File: src/rtl/uart_irq_ctrl.sv
module uart_irq_ctrl #(
  parameter int N_SRC  = 13,
  parameter int DATA_W = 32,
  parameter int ADDR_W = 8
) (
  input  logic              clk,
  input  logic              rst_n,
  input  logic              wr_en,
  input  logic [ADDR_W-1:0] addr,
  input  logic [DATA_W-1:0] wdata,
  output logic [DATA_W-1:0] rdata,
  input  logic [N_SRC-1:0]  evt,
  output logic              irq
);
  localparam logic [ADDR_W-1:0] OFS_ARM    = ADDR_W'(8'h08);
  localparam logic [ADDR_W-1:0] OFS_DISARM = ADDR_W'(8'h0C);
  localparam logic [ADDR_W-1:0] OFS_MASK   = ADDR_W'(8'h10);
  localparam logic [ADDR_W-1:0] OFS_STAT   = ADDR_W'(8'h14);

  logic [N_SRC-1:0] mask_q, stat_q;
  logic             irq_q;

  wire [N_SRC-1:0] wbits   = wdata[N_SRC-1:0];
  wire             hit_arm = wr_en && (addr == OFS_ARM);
  wire             hit_dis = wr_en && (addr == OFS_DISARM);
  wire             hit_st  = wr_en && (addr == OFS_STAT);
  wire [N_SRC-1:0] st_clr  = hit_st ? wbits : '0;

  always_ff @(posedge clk) begin
    if (!rst_n)       mask_q <= '0;
    else if (hit_arm) mask_q <= mask_q | wbits;
    else if (hit_dis) mask_q <= mask_q & ~wbits;
  end

  // a source that is high wins over a clearing write in the same cycle
  always_ff @(posedge clk) begin
    if (!rst_n) stat_q <= '0;
    else        stat_q <= (stat_q & ~st_clr) | evt;
  end

  always_ff @(posedge clk) begin
    if (!rst_n) irq_q <= 1'b0;
    else        irq_q <= |(stat_q & mask_q);
  end

  assign irq = irq_q;

  always_comb begin
    case (addr)
      OFS_MASK: rdata = DATA_W'(mask_q);
      OFS_STAT: rdata = DATA_W'(stat_q);
      default:  rdata = '0;
    endcase
  end
endmodule

File: config.mk
export PLATFORM = sky130hd
export DESIGN_NAME = uart_irq_ctrl
export DESIGN_NICKNAME = d
export VERILOG_FILES = /design/src/rtl/uart_irq_ctrl.sv
export SDC_FILE = /design/constraint.sdc
export NUM_CORES = 1
export LEC_CHECK = 0
export BUFFER_PORTS_ARGS = -buffer_cell sky130_fd_sc_hd__buf_4
export CAP_MARGIN = 0
export CORE_UTILIZATION = 47
export DETAILED_ROUTE_END_ITERATION = 6
export PLACE_DENSITY = 0.85
export SYNTH_ARGS = -nofsm -noshare
export SYNTH_HDL_FRONTEND = slang
export SYNTH_SLANG_ARGS = --single-unit
File: constraint.sdc
create_clock -name clk -period 2.6 [get_ports clk]
set_input_delay 0.52 -clock clk [delete_from_list [all_inputs] [get_ports clk]]
set_output_delay 0.52 -clock clk [all_outputs]
set_load 0.005 [all_outputs]
== Word level (Yosys, flattened, before mapping) ==
Cells that the tools add are included.
Widths: inputs -> output; s select.

* Reductions and logical operators: 5
* Eq/ne operators: 4
* Bitwise operators: 7
* Muxes and demuxes: 4

{| class="wikitable"
|+ Operator list
! kind !! number
|-
| $and 13x13->13 || 3
|-
| $mux 13 || 3
|-
| $not 13->13 || 2
|-
| $or 13x13->13 || 2
|-
| $pmux 13 s2 || 1
|-
| $eq 8x4->1 const B || 2
|-
| $eq 8x5->1 const B || 2
|-
| $reduce_or 13->1 || 1
|-
| $logic_and 1x1->1 || 3
|-
| $reduce_bool 2->1 || 1
|}

* Output and inout port bits: 33
* Word-level logic and storage cells: 23
* Input port bits: 56
* Bits in registers: 27

== Longest topological paths before layout ==
* Depth after elaboration: 6
* Gate-level depth with buffers: 4
* Mapped depth without buffers: 3

== Worst setup path before layout ==
No wires, ideal clock.

* Path type: input port to output port
* Start point: input addr[7]
* End point: output rdata[10]
* Buffers on the path: 1
* Stages: 4
* Data arrival time: 1.558 ns
* Path slack: 0.522 ns
* Data required time: 2.080 ns
* Path through: or4b_4 -> nor3_4 -> buf_6 -> a22o_1

* Cells in the longest elaborated chain, start to end: 2
* Elaborated cells on any way between the ends: 3
* Those cells by class: eq/ne (2); mux (1)

{| class="wikitable"
|+ Ends and longest elaborated chain
! what !! RTL line !! text
|-
| start: declaration || 9 || <nowiki>input logic [ADDR_W-1:0] addr,</nowiki>
|-
| $eq 8x5->1 || 49 || <nowiki>case (addr)</nowiki>
|-
| $pmux 13 s2 (*) || 49 ||
|-
| end: declaration || 11 || <nowiki>output logic [DATA_W-1:0] rdata,</nowiki>
|}

Mark *: on every way between the ends. The rest lies on a longest branch, timed or not.

== Final worst setup path ==
* Start point: input addr[7]
* End point: output rdata[7]

Same word-level chain as after synthesis.

==> results.yml <==
synth:
  post-synth-top-count-cell: "dfxtp_1"
  synthTopCellsByArea: "dfxtp_1, buf_4, mux2i_1"
  syn_avg_cell_area_um2: 9.009
  yosys_warnings: 0
  ys_seq_area_share_pct: 35.29
  synth_top_flop_cell: "dfxtp_1"
  yosysTopAreaCell: "dfxtp_1"
  synth.distinct_cells: 26
  synth_area_mm2: 0.001531
  synthCells: 170
  synth_top_area_share_pct: 35.29
  synth-edff-count: 0
  synthArstFlopShare_pct: 0
  ys_ff_latch: 27
  yosys-top-cells-count: "dfxtp_1, buf_4, inv_1, nand2_1"
sta:
  fin_crit_sh_pct: 89.93
  clock_skew_ns: 0.001004
  hold_viol: 0
  fin_ws_ns: 0.2619
  relSlewSlack_pct: 62.78
  grt_setup_unrepaired: "no"
  worst_slew_pin_slew_ns: 0.5582
  final-max-slew-violation-count: 0
  clock.fmax_ghz: 0.4277
  finalSetupTns_ns: 0
  period_minus_slack_ns: 2.338
  setup_viol: 0
placement:
  place_ws_ns: 0.2681
  portBuffers: 50
  place_hpwl_mm: 2.627
  routabilityCongestion: 0.7647
cts:
  ctsLongestPathBuffers: 2
  post_cts_resized: 0
  cts_buffers: 3
  cts_setup_buffers: 0
  cts_htree_levels: 1
  cts_hold_buf: 0
  cts_sinks: 27
  clk_latency_ns: 0.32
  clock-root-buffer: "clkbuf_4"
  path_clk_slew_ns: 0.14
  cts_tree: "yes"
grt:
  use_met2_pct: 39.29
  grt_pass1_vias: 1375
  grtUsageMet1_pct: 29.48
  use_met3_pct: 2.838
  gr-total-overflow: 0
  busiest_layer: "met2"
  grt_antenna_before_repair: 0
  grt_pass1_wl_mm: 6.113
  grt_max_degree: 29
  grt_use_total_pct: 22.61
floorplan:
  die_h_um: 59.08
  die_x_um: 59.08
  io_pins: 89
  fp.dieArea_mm2: 0.003490
  rows: 20
  core_mm2: 0.003078
  start_util_pct: 49.76
setup_path:
  r2r_cells: 3
  crit_path_end_kind: "output pin"
  worstPathMaxFanout: 13
  arrival_ns: 1.82
  setup.worst_path.start_class: "input pin"
  critPathKind: "input pin to output pin"
  required_ns: 2.08
drt:
  drcViolationCount: 0
  routedWlPerCell_um: 14.22
  dr.pass1.iters: 4
  drt_iter0_drc: 81
  drt_wl_total_mm: 3.698
  avgViaCountPerCell: 5.446
  vias: 1416
  detail-route-antenna-nets: 0
final_layout:
  drive_gt1_share_pct: 33.80
  layout.nets: 273
  fillers: 286
  num_antenna_cells: 0
  area_growth_syn_to_layout_pct: 23.04
power:
  ir_drop_v: 0.0001592
  power.density_mw_per_mm2: 388.8
  leakagePower_nw: 0.9246
worst_hold_path:
  hold_path_class: "input pin to flop"
  hold_depth: 2
run:
  max_cap_viol_count: 0
outcome:
  status: "completed"
-- cells by family after synthesis --
| kind of cell | share of synthesized area, % |
|---|---|
| flops | 35.29 |
| other cells | 0.2449 |
| simple gates | 15.69 |
| buf+inv | 16.59 |
| mux | 8.496 |
| compound gates | 23.69 |
-- power breakdown --
group / internal [mW] / leakage, nW / switching [mW]
sequential: 0.429 / 0.222 / 0.0115
clock: 0.0601 / 0.0150 / 0.124
combinational: 0.0521 / 0.688 / 0.0564
-- routing by layer --
layer	vias to the layer above	wire length, um
met2	62	1900
met3	4	222
met1	660	1549
met4	0	24
li1	690	-
met5	-	0
-- layout make-up --
class | instances | area, um2 | share of cell area (%)
flip-flops and latches | 27 | 540.5 | 28.69
well taps | 44 | 55.05 | 2.922
multi-input cells | 117 | 804.5 | 42.70
clock buffers | 4 | 26.28 | 1.394
inverters | 14 | 52.55 | 2.789
repair buffers | 54 | 405.4 | 21.51
-- through the flow --
step                      hold slack, ns  total power, mW  utilization (%)  std cells  area, um2
after floorplan                   0.4511           0.5136                -        188       1599
after global placement            0.4596           0.5539            60.37        256       1858
after detailed placement          0.4700           0.5561            60.37        256       1858
after CTS                         0.3812           0.7336            61.22        260       1884
after global routing              0.3756           0.7601            61.22        260       1884
final                             0.3856           0.7326            61.22        260       1884
-- worst max-delay path: stages --
cell and delay [ns]:
buf_4 0.11, or4b_4 0.57, nor3_4 0.12, buf_4 0.22, a22o_2 0.18, buf_4 0.10
-- final timing paths --
check	endpoint	slack, ns	from
setup / recovery	rdata[7]	0.26	addr[7]
hold / removal	stat_q[2]	0.39	wdata[2]
setup reg to reg	irq	1.41	stat_q[12]
hold reg to reg	flop	0.49	flop
-- placed cells by master (no fill, tap or decap), types with 2 or more instances in the layout --
cell type	count
a41oi_1	13
a22o_2	12
dfxtp_1	27
nor3_4	2
o21ai_0	13
mux2i_1	13
a22oi_1	5
buf_4	54
nand4_1	13
nand3_1	2
nand2_1	14
clkbuf_4	3
conb_1	19
inv_1	14
nor3_1	2
(Power assumes the default switching activity.)
